`config.mk`:
```
export PLATFORM = sky130hd
export DESIGN_NAME = hip_in_port
export DESIGN_NICKNAME = d
export VERILOG_FILES = /design/src/rtl/hip_pkg.sv /design/src/rtl/hip_rd_decode.sv /design/src/rtl/hip_capture.sv /design/src/rtl/hip_fsm.sv /design/src/rtl/hip_irq.sv /design/src/rtl/hip_in_port.sv
export SDC_FILE = /design/constraint.sdc
export NUM_CORES = 1
export LEC_CHECK = 0
export BUFFER_PORTS_ARGS = -buffer_cell sky130_fd_sc_hd__buf_2
export CAP_MARGIN = 0
export CORE_MARGIN = 1.5
export CORE_UTILIZATION = 43
export DETAILED_ROUTE_END_ITERATION = 6
export PLACE_DENSITY = 0.76
export SYNTH_ARGS = -nofsm -noshare
export SYNTH_HDL_FRONTEND = slang
export SYNTH_SLANG_ARGS = --single-unit
```
`constraint.sdc`:
```
create_clock -name clk -period 1.95 [get_ports clk]
set_input_delay 0.39 -clock clk [delete_from_list [all_inputs] [get_ports clk]]
set_output_delay 0.39 -clock clk [all_outputs]
set_load 0.1 [all_outputs]
```
`src/rtl/hip_pkg.sv`:
```
package hip_pkg;
    typedef enum logic [2:0] {
        S_EMPTY   = 3'd0,
        S_LOAD    = 3'd1,
        S_RD_LEAD = 3'd2,
        S_FORCED  = 3'd3,
        S_FULL    = 3'd4,
        S_FULL_RD = 3'd5
    } hs_state_t;
endpackage

```
`src/rtl/hip_rd_decode.sv`:
```
module hip_rd_decode (
    input  logic cpu_rd_n,
    input  logic cpu_io_n,
    input  logic chip_sel_n,
    input  logic ctl_sel,
    output logic rd_act
);
    // data read: every term active
    always_comb begin
        rd_act = !cpu_rd_n && !cpu_io_n && !chip_sel_n && !ctl_sel;
    end
endmodule

```
`src/rtl/hip_capture.sv`:
```
module hip_capture #(
    parameter int DATA_W = 8
) (
    input  logic              clk,
    input  logic              rst_n,
    input  logic              load_en,
    input  logic [DATA_W-1:0] din,
    output logic [DATA_W-1:0] q
);
    always_ff @(posedge clk or negedge rst_n) begin
        if (!rst_n) begin
            q <= '0;
        end else if (load_en) begin
            q <= din;
        end
    end
endmodule

```
`src/rtl/hip_fsm.sv`:
```
module hip_fsm
    import hip_pkg::*;
(
    input  logic      clk,
    input  logic      rst_n,
    input  logic      stb_n,
    input  logic      rd_act,
    output hs_state_t st_o,
    output logic      ready,
    output logic      load_en,
    output logic      full_done,
    output logic      rd_full_start
);
    hs_state_t st_q;
    hs_state_t st_d;

    // state register
    always_ff @(posedge clk or negedge rst_n) begin
        if (!rst_n) begin
            st_q <= S_EMPTY;
        end else begin
            st_q <= st_d;
        end
    end

    // transitions
    always_comb begin
        st_d = st_q;
        unique case (st_q)
            S_EMPTY: begin
                if (rd_act) begin
                    st_d = S_RD_LEAD;
                end else if (!stb_n) begin
                    st_d = S_LOAD;
                end
            end
            S_LOAD: begin
                if (stb_n) begin
                    st_d = S_FULL;
                end
            end
            S_RD_LEAD: begin
                st_d = rd_act ? S_FORCED : S_EMPTY;
            end
            S_FORCED: begin
                if (!rd_act) begin
                    st_d = S_EMPTY;
                end
            end
            S_FULL: begin
                if (rd_act) begin
                    st_d = S_FULL_RD;
                end
            end
            S_FULL_RD: begin
                if (!rd_act) begin
                    st_d = S_EMPTY;
                end
            end
            default: st_d = S_EMPTY;
        endcase
    end

    // outputs
    always_comb begin
        st_o          = st_q;
        ready         = (st_q == S_EMPTY) || (st_q == S_LOAD) || (st_q == S_RD_LEAD);
        load_en       = !stb_n && ((st_q == S_LOAD) || ((st_q == S_EMPTY) && !rd_act));
        full_done     = (st_q == S_LOAD) && stb_n;
        rd_full_start = (st_q == S_FULL) && rd_act;
    end
endmodule

```
`src/rtl/hip_irq.sv`:
```
module hip_irq (
    input  logic clk,
    input  logic rst_n,
    input  logic ien_we,
    input  logic ien_d,
    input  logic set_req,
    input  logic clr_req,
    input  logic chain_in,
    output logic ie_q,
    output logic chain_out,
    output logic int_req_n
);
    logic pend_q;

    always_ff @(posedge clk or negedge rst_n) begin
        if (!rst_n) begin
            ie_q <= 1'b0;
        end else if (ien_we) begin
            ie_q <= ien_d;
        end
    end

    always_ff @(posedge clk or negedge rst_n) begin
        if (!rst_n) begin
            pend_q <= 1'b0;
        end else if (set_req && ie_q && chain_in) begin
            pend_q <= 1'b1;
        end else if (clr_req) begin
            pend_q <= 1'b0;
        end
    end

    always_comb begin
        int_req_n = !pend_q;
        chain_out = chain_in && !pend_q;
    end
endmodule

```
`src/rtl/hip_in_port.sv`:
```
module hip_in_port
    import hip_pkg::*;
#(
    parameter int DATA_W = 8
) (
    input  logic              clk,
    input  logic              rst_n,
    input  logic              per_stb_n,
    input  logic [DATA_W-1:0] per_data,
    output logic              per_rdy,
    input  logic              cpu_rd_n,
    input  logic              cpu_io_n,
    input  logic              chip_sel_n,
    input  logic              ctl_sel,
    output logic [DATA_W-1:0] cpu_dout,
    output logic              cpu_doe,
    input  logic              ien_we,
    input  logic              ien_d,
    input  logic              chain_in,
    output logic              chain_out,
    output logic              int_req_n
);
    logic              rd_act;
    logic              load_en;
    logic              full_done;
    logic              rd_full_start;
    logic              ie_q;
    logic [DATA_W-1:0] data_q;
    hs_state_t         st;

    hip_rd_decode u_dec (
        .cpu_rd_n   (cpu_rd_n),
        .cpu_io_n   (cpu_io_n),
        .chip_sel_n (chip_sel_n),
        .ctl_sel    (ctl_sel),
        .rd_act     (rd_act)
    );

    hip_fsm u_fsm (
        .clk           (clk),
        .rst_n         (rst_n),
        .stb_n         (per_stb_n),
        .rd_act        (rd_act),
        .st_o          (st),
        .ready         (per_rdy),
        .load_en       (load_en),
        .full_done     (full_done),
        .rd_full_start (rd_full_start)
    );

    hip_capture #(.DATA_W(DATA_W)) u_cap (
        .clk     (clk),
        .rst_n   (rst_n),
        .load_en (load_en),
        .din     (per_data),
        .q       (data_q)
    );

    hip_irq u_irq (
        .clk       (clk),
        .rst_n     (rst_n),
        .ien_we    (ien_we),
        .ien_d     (ien_d),
        .set_req   (full_done),
        .clr_req   (rd_full_start),
        .chain_in  (chain_in),
        .ie_q      (ie_q),
        .chain_out (chain_out),
        .int_req_n (int_req_n)
    );

    always_comb begin
        cpu_doe  = rd_act;
        cpu_dout = rd_act ? data_q : '0;
    end
endmodule

```
### Word level (Yosys, flattened, before mapping)

Index checks and enable logic that the tools add are counted.

* register bits: 13
* input port bits: 18
* output and inout port bits: 12
* logic and storage cells: 47

* equal/unequal tests: 9
* multiplexer cells: 10
* reductions and logical operators: 24

Operator list (count)
* 3-bit 2-to-1 mux: 5
* 3-bit case mux with 5 select lines: 1
* 1-bit logical AND: 10
* 8-bit 2-to-1 mux: 1
* 1-bit logical NOT: 7
* 3-bit by 2-bit equality test with 1-bit output (second input constant): 2
* 3-bit equality test (second input constant): 2
* 2-bit inequality test (second input constant): 3
* 4-bit AND reduction: 1
* 3-bit by 1-bit equality test with 1-bit output (second input constant): 1
* 3-bit logical NOT: 1
* 1-bit logical OR: 3
* 3-bit inequality test (second input constant): 1
* 1-bit 2-to-1 mux: 2
* 2-bit 2-to-1 mux: 1
* 2-bit nonzero test: 1
* 2-bit OR reduction: 1

### Longest topological paths before layout

Gate-level depths: netlist (run 1).

* word-level depth: 8
* mapped depth: 6

### Cells and area by module

From an unflattened synthesis (run 1), not the netlist that was laid out.

* cell total of the unflattened synthesis: 50
* area total of the unflattened synthesis: 648.1 sq um

By module, submodules not included
* hip_capture: instances 1, cells an instance 17, area each 331.6 sq um, sequential area each 200.2 sq um
* hip_fsm: instances 1, cells an instance 17, area each 168.9 sq um, sequential area each 75.1 sq um
* hip_irq: instances 1, cells an instance 7, area each 85.1 sq um, sequential area each 50.0 sq um
* hip_in_port: instances 1, cells an instance 8, area each 50.0 sq um, sequential area each 0.0 sq um
* hip_rd_decode: instances 1, cells an instance 1, area each 12.5 sq um, sequential area each 0.0 sq um

### Worst setup path before layout (run 1)

No wires, ideal clock.

* kind: in2out
* start point: in ctl_sel
* end point: out cpu_dout[0]
* arrival: 2.412 ns
* required time: 1.560 ns
* path slack: -0.852 ns
* stages on the path: 5
* path buffers: 2
* path through: or4_1 buf_2 inv_1 buf_2 and2_1

* cells in the longest elaborated chain, start to end: 3

Ends and longest elaborated chain
* start, declared: RTL line hip_in_port.sv:14 `input logic ctl_sel,`
* 1-bit logical NOT: RTL line hip_rd_decode.sv:10 `rd_act = !cpu_rd_n && !cpu_io_n && !chip_sel_n && !ctl_sel;`
* 1-bit logical AND: RTL line hip_rd_decode.sv:10
* net cpu_doe: RTL line hip_in_port.sv:16 `output logic cpu_doe,`
* 8-bit 2-to-1 mux: RTL line hip_in_port.sv:74 `cpu_dout = rd_act ? data_q : '0;`
* end, declared: RTL line hip_in_port.sv:15 `output logic [DATA_W-1:0] cpu_dout,`

The timed path passes the listed nets, and every way through them passes these cells.

### Worst setup path after layout (run 1)

* start point: in ctl_sel
* end point: out cpu_dout[2]

* cells in the longest elaborated chain, start to end: 3

Ends and longest elaborated chain (RTL line)
* 1-bit logical NOT: hip_rd_decode.sv:10
* 1-bit logical AND: hip_rd_decode.sv:10
* 8-bit 2-to-1 mux: hip_in_port.sv:74

Every way passes these cells.

==> results.py, run 1 <==
metrics = {
    "finish": {
        "n_fill_cell": 91,
        "area_delta_synth_final_pct": 58.7,
        "drive_above_1_share_pct": 67.9,
        "layout_commonest_cell": "buf_2",
        "nNetsFinal": 100,
        "multiInputGateArea_um2": 287,
        "register_area_um2": 325,
        "fin_util_pct": 73.6,
        "mostFrequentLayoutCells": "buf_2 (20), dfrtp_1 (13), mux2_2 (9), buf_12 (9), and2_4 (8)",
        "insertedDiodeCount": 0,
    },
    "synth": {
        "netlist_instances": 50,
        "async_reset_ff_share_pct": 100,
        "yosysWarnings": 0,
        "seq_area_frac_synth_pct": 53.9,
        "synth_area_um2": 603,
        "ys_types": 16,
        "synth_edf_count": 0,
        "synthFlopType": "dfrtp_1",
        "syn_nets": 68,
        "avgSynthCellArea_um2": 12.1,
        "synth-seq-cells": 13,
    },
    "power": {
        "finalPower_w": 0.00104,
        "power_leakage_nw": 0.445,
        "swShare_pct": 39.5,
        "switchingPower_w": 0.000412,
        "ir_drop_uv": 925,
        "seq_power_share_pct": 43.8,
        "internal-power_w": 0.000631,
        "p_clk_share_pct": 15.1,
        "powerDensity_nw_per_um2": 1090,
        "combPwrFrac_pct": 41.2,
    },
    "setup_path": {
        "rrSetupSlack_ns": 0.55,
        "path_max_fanout": 11,
        "cp_data_arrival_time_ns": 1.53,
        "crit-reg2reg-capture": "u_cap.q[6]",
        "crit_path_end_kind": "output port",
        "critPathRequiredTime_ns": 1.56,
        "critPathLaunchType": "input pin",
        "path_class": "input pin to output port",
        "regToRegStartpoint": "u_fsm.st_o[2]",
        "reg2reg_depth": 3,
    },
    "flow_run": {
        "maxCapViolations": 0,
    },
    "sta": {
        "finClkSkew_ns": 0.00391,
        "setup_viol": 0,
        "finalCritPeriodShare_pct": 98.6,
        "finalHoldViolations": 13,
        "final.setup.tns_ns": 0,
        "tightestPinTransition_ns": 0.486,
        "hold_ws_ns": -0.00741,
        "relSlewSlack_pct": 67.8,
        "setup_slack_ns": 0.0278,
        "rsz0062_at_grt": "no",
        "fmaxAchievable_ghz": 0.520,
        "layout_min_cycle_time_ns": 1.92,
        "slew_viol_final": 0,
    },
    "placement": {
        "place.gp.congestion": 0.701,
        "dp_hpwl_um": 911,
        "port_buffers": 29,
        "pre_cts_slack_ns": 0.0103,
    },
    "routing": {
        "viasPerCell": 5.07,
        "first_pass_iters": 4,
        "wirelength_um": 1110,
        "drt_iter0_drc": 2,
        "detail_route.wl_per_cell_um": 11.5,
        "vias": 487,
        "drc": 0,
        "final_antenna_net_count": 0,
    },
    "grt": {
        "grt_pass1_vias": 424,
        "overflow": 0,
        "grt_max_degree": 14,
        "grt_usage_pct": 16.9,
        "grt_first_pass_wirelength_um": 1780,
        "antenna_found_initial": 0,
    },
    "worst_hold_path": {
        "hold_path_class": "input pin to async pin",
    },
    "clock_network": {
        "post-cts-setup-buffers": 0,
        "clk_path_buf_depth": 2,
        "cts_root_buffer": "clkbuf_4",
        "clock_latency_ns": 0.26,
        "cts.clk_slew.worst_paths_ns": 0.08,
        "cts_tree": "yes",
        "cts_made_buffers": 3,
        "cts.sinks": 13,
        "h-tree-depth": 1,
    },
    "floorplan": {
        "die_w_um": 40.5,
        "die_area_um2": 1640,
        "die_y_um": 40.5,
        "rows": 13,
        "ios": 30,
        "fp.coreArea_um2": 1300,
        "initial_core_util_pct": 46.3,
    },
    "run_status": {
        "violations": "negative hold slack",
        "status": "finished with violations",
    },
}
## final cells by class
cell class / count / area share, %
flip-flops and latches: 13 / 34.0
repair buffers: 30 / 30.1
multi-input cells: 32 / 29.9
clock buffers: 4 / 2.75
well taps: 15 / 1.96
inverters: 2 / 1.31
## metrics by stage
stage / area (um^2) / instances
after floorplan: 657 / 50
after global placement: 928 / 92
after detailed placement: 928 / 92
after CTS: 955 / 96
after global routing: 957 / 96
final: 957 / 96
## what timing repair did
| action | 4_1_cts | 5_1_grt |
|---|---|---|
| resized for setup | 0 | 1 |
| endpoints found under the setup margin | 0 | 8 |
| hold buffers | 0 | 0 |
## power groups by stage
| stage | Sequential [W] | Clock (W) | Combinational [W] |
|---|---|---|---|
| 2_1_floorplan | 0.000427 | 0 | 0.000365 |
| 5_1_grt | 0.000474 | 0.000171 | 0.000458 |
| 4_1_cts | 0.000456 | 0.000164 | 0.000435 |
| 3_5_place_dp | 0.000462 | 0 | 0.000435 |
| 3_3_place_gp | 0.000455 | 0 | 0.000425 |
| 6_report | 0.000456 | 0.000157 | 0.000429 |
## flip-flops by register name (all words and copies together), names as in the netlist
register / flops
u_cap.q: 8
u_fsm.st_o: 3
u_irq.ie_q: 1
u_irq.pend_q: 1
## cells by family after synthesis
logic type / Yosys count / synth area share [%]
AOI/OAI and AO/OA: 6 / 8.30
DFF: 13 / 53.9
and+or+nand+nor: 17 / 17.4
muxes: 9 / 16.8
buffers and inverters: 5 / 3.53
## Yosys cell counts (all sizes together), types with 2 or more instances
| library cell | instances | share of area [%] |
|---|---|---|
| a21oi | 2 | 1.7 |
| and2 | 8 | 8.3 |
| buf | 2 | 1.7 |
| dfrtp | 13 | 54 |
| inv | 2 | 1.2 |
| mux2 | 9 | 17 |
| nand3b | 2 | 2.5 |
| nor2b | 2 | 2.1 |
| nor3 | 3 | 2.5 |
## routing by layer
metal / vias to the layer above / track usage (%) / wire length [um]
met5: - / 0 / 0
li1: 238 / - / -
met3: 2 / 3.33 / 84
met1: 225 / 22.1 / 488
met2: 22 / 27.0 / 521
met4: 0 / 7.50 / 11
## critical path, cell delays in order
cell    delay, ns
buf_2        0.10
or4_4        0.59
inv_6        0.13
and2_4       0.16
buf_12       0.16
## how the worst max path moves through the flow
stage	start	end	cells past startpoint
after CTS	ctl_sel	cpu_dout[2]	5
final	ctl_sel	cpu_dout[2]	5
after detailed placement	ctl_sel	cpu_dout[2]	5
after global placement	ctl_sel	cpu_dout[7]	5
after global routing	ctl_sel	cpu_dout[6]	5
after floorplan	ctl_sel	cpu_dout[1]	5
(Power assumes the default switching activity.)
==> run 2: changes to the inputs <==
REMOVE_ABC_BUFFERS = 1   (was not set)
==> run 2 against run 1 <==
Compared with the run above: the run now ends clean; routed wire length increased by 6.7%; critical path type unchanged; clock-buffer cell count unchanged; utilization increased by 0.096 points; hold slack improved by 0.36 ns; power decreased by 0.56%; combinational power decreased by 0.9%; first-iteration DRC count increased by 50%; largest power group unchanged; cell area increased by 0.13%; critical endpoint is now cpu_dout[7]; global-route usage decreased by 0.74 points.
==> results.py, run 2 (synthesis results as in run 1) <==
metrics = {
    "run_status": {
        "status": "finished, final reports clean",
    },
    "clock_network": {
        "h-tree-depth": 1,
        "cts_root_buffer": "clkbuf_4",
        "cts_made_buffers": 3,
        "cts_tree": "yes",
        "clock_latency_ns": 0.26,
        "clk_path_buf_depth": 2,
        "cts.sinks": 13,
        "cts.clk_slew.worst_paths_ns": 0.08,
    },
    "grt": {
        "antenna_found_initial": 0,
        "grt_usage_pct": 16.2,
        "grt_first_pass_wirelength_um": 1730,
        "grt_pass1_vias": 410,
        "grt_max_degree": 14,
        "overflow": 0,
    },
    "sta": {
        "slew_viol_final": 0,
        "relSlewSlack_pct": 68.0,
        "tightestPinTransition_ns": 0.484,
        "finalHoldViolations": 0,
        "finClkSkew_ns": 0.00335,
        "layout_min_cycle_time_ns": 1.94,
        "finalCritPeriodShare_pct": 99.4,
        "rsz0062_at_grt": "yes",
        "setup_viol": 0,
        "fmaxAchievable_ghz": 0.516,
    },
    "finish": {
        "insertedDiodeCount": 0,
        "mostFrequentLayoutCells": "buf_2 (20), dfrtp_1 (13), mux2_2 (9), buf_12 (9), and2_1 (6)",
        "top_register": "u_cap.q",
        "stdcell_area_um2": 958,
        "area_delta_synth_final_pct": 58.9,
        "drive_above_1_share_pct": 58.3,
        "fin_util_pct": 73.7,
        "nNetsFinal": 103,
        "layout_commonest_cell": "buf_2",
        "largest_reg_flops": 8,
    },
    "routing": {
        "final_antenna_net_count": 0,
        "wirelength_um": 1180,
        "viasPerCell": 5.02,
        "vias": 497,
        "drt_iter0_drc": 3,
        "first_pass_iters": 3,
        "drc": 0,
        "detail_route.wl_per_cell_um": 11.9,
    },
    "floorplan": {
        "ios": 30,
        "die_area_um2": 1640,
        "initial_core_util_pct": 46.3,
        "die_y_um": 40.5,
        "fp.coreArea_um2": 1300,
        "die_w_um": 40.5,
        "rows": 13,
    },
    "setup_path": {
        "regToRegStartpoint": "u_fsm.st_o[2]",
        "critPathLaunchType": "input pin",
        "crit_path_end_kind": "output port",
        "path_max_fanout": 5,
        "critical-path-max-stage-delay_ns": 0.58,
        "cp_data_arrival_time_ns": 1.55,
        "cp_cell_sequence": "buf_2, or4_4, clkinvlp_4, and2_1, buf_12",
        "cp_slowest_cell": "or4_4",
        "path_class": "input pin to output port",
        "critPathRequiredTime_ns": 1.56,
        "crit_start": "ctl_sel",
    },
    "worst_hold_path": {
        "min_from": "ien_d",
        "hold_path_class": "input pin to flip-flop",
    },
    "flow_run": {
        "maxCapViolations": 0,
    },
    "placement": {
        "place.gp.congestion": 0.760,
        "dp_hpwl_um": 857,
        "postPlaceCellArea_um2": 903,
        "port_buffers": 29,
    },
    "power": {
        "ir_drop_uv": 594,
        "power_leakage_nw": 0.445,
        "powerDensity_nw_per_um2": 1080,
    },
}
## run 2: final cells by class
type                    instances  area [um^2]
fillers                        90          343
flip-flops and latches         13          325
repair buffers                 32          305
multi-input cells              32          265
clock buffers                   4         26.3
well taps                      15         18.8
inverters                       2         10.0
repair inverters                1         7.51
## run 2: metal layers
metal  up-vias  part of all wire, %  wire (um)  global-route usage, %
li1        243                    -          -                      -
met3         0                  3.7         44                   5.00
met1       244                   43        512                   21.2
met5         -                    0          0                      0
met4         0                    0          0                   5.00
met2        10                   53        623                   25.4
## run 2: worst max-delay path: cells and delay by family
family / cells / cell delay, ns
buffers and inverters: 3 / 0.40
and+or+nand+nor: 2 / 0.75
## run 2: repair_timing
item | 4_1_cts | 5_1_grt
cloned | 1 | 0
pin swaps | 0 | 0
hold buffers | 1 | 0
resized for setup | 3 | 3
buffers inserted | 0 | 0
setup endpoints to repair | 9 | 8
hold endpoints to repair | 13 | 0
## run 2: final timing paths
check	end	slack, ns	cells past startpoint
min reg2reg	u_cap.q[1]	0.50	1
min	u_irq.ie_q	0.35	2
min in group asynchronous	u_cap.q[6]	0.53	2
max	cpu_dout[7]	0.01	5
max in group asynchronous	u_cap.q[2]	1.20	2
max reg2reg	u_cap.q[7]	0.55	3
## run 2: per-stage QoR
stage	TNS, ns	std cells	hold WS [ns]	setup WS [ns]	total power (W)
6_report	0	99	0.350	0.0119	0.00104
2_1_floorplan	-9.35	47	0.0944	-1.06	0.000762
4_1_cts	0	99	0.343	0.00765	0.00105
3_5_place_dp	-1.13	93	0.283	-0.111	0.000877
5_1_grt	-0.0359	99	0.341	-0.0188	0.00109
3_3_place_gp	-0.899	93	0.284	-0.102	0.000860
## run 2: power by group
group	internal (W)	switching, W	total, W
Clock	0.0000790	0.0000819	0.000161
Sequential	0.000376	0.0000742	0.000450
Combinational	0.000170	0.000255	0.000425
Total	0.000626	0.000411	0.00104
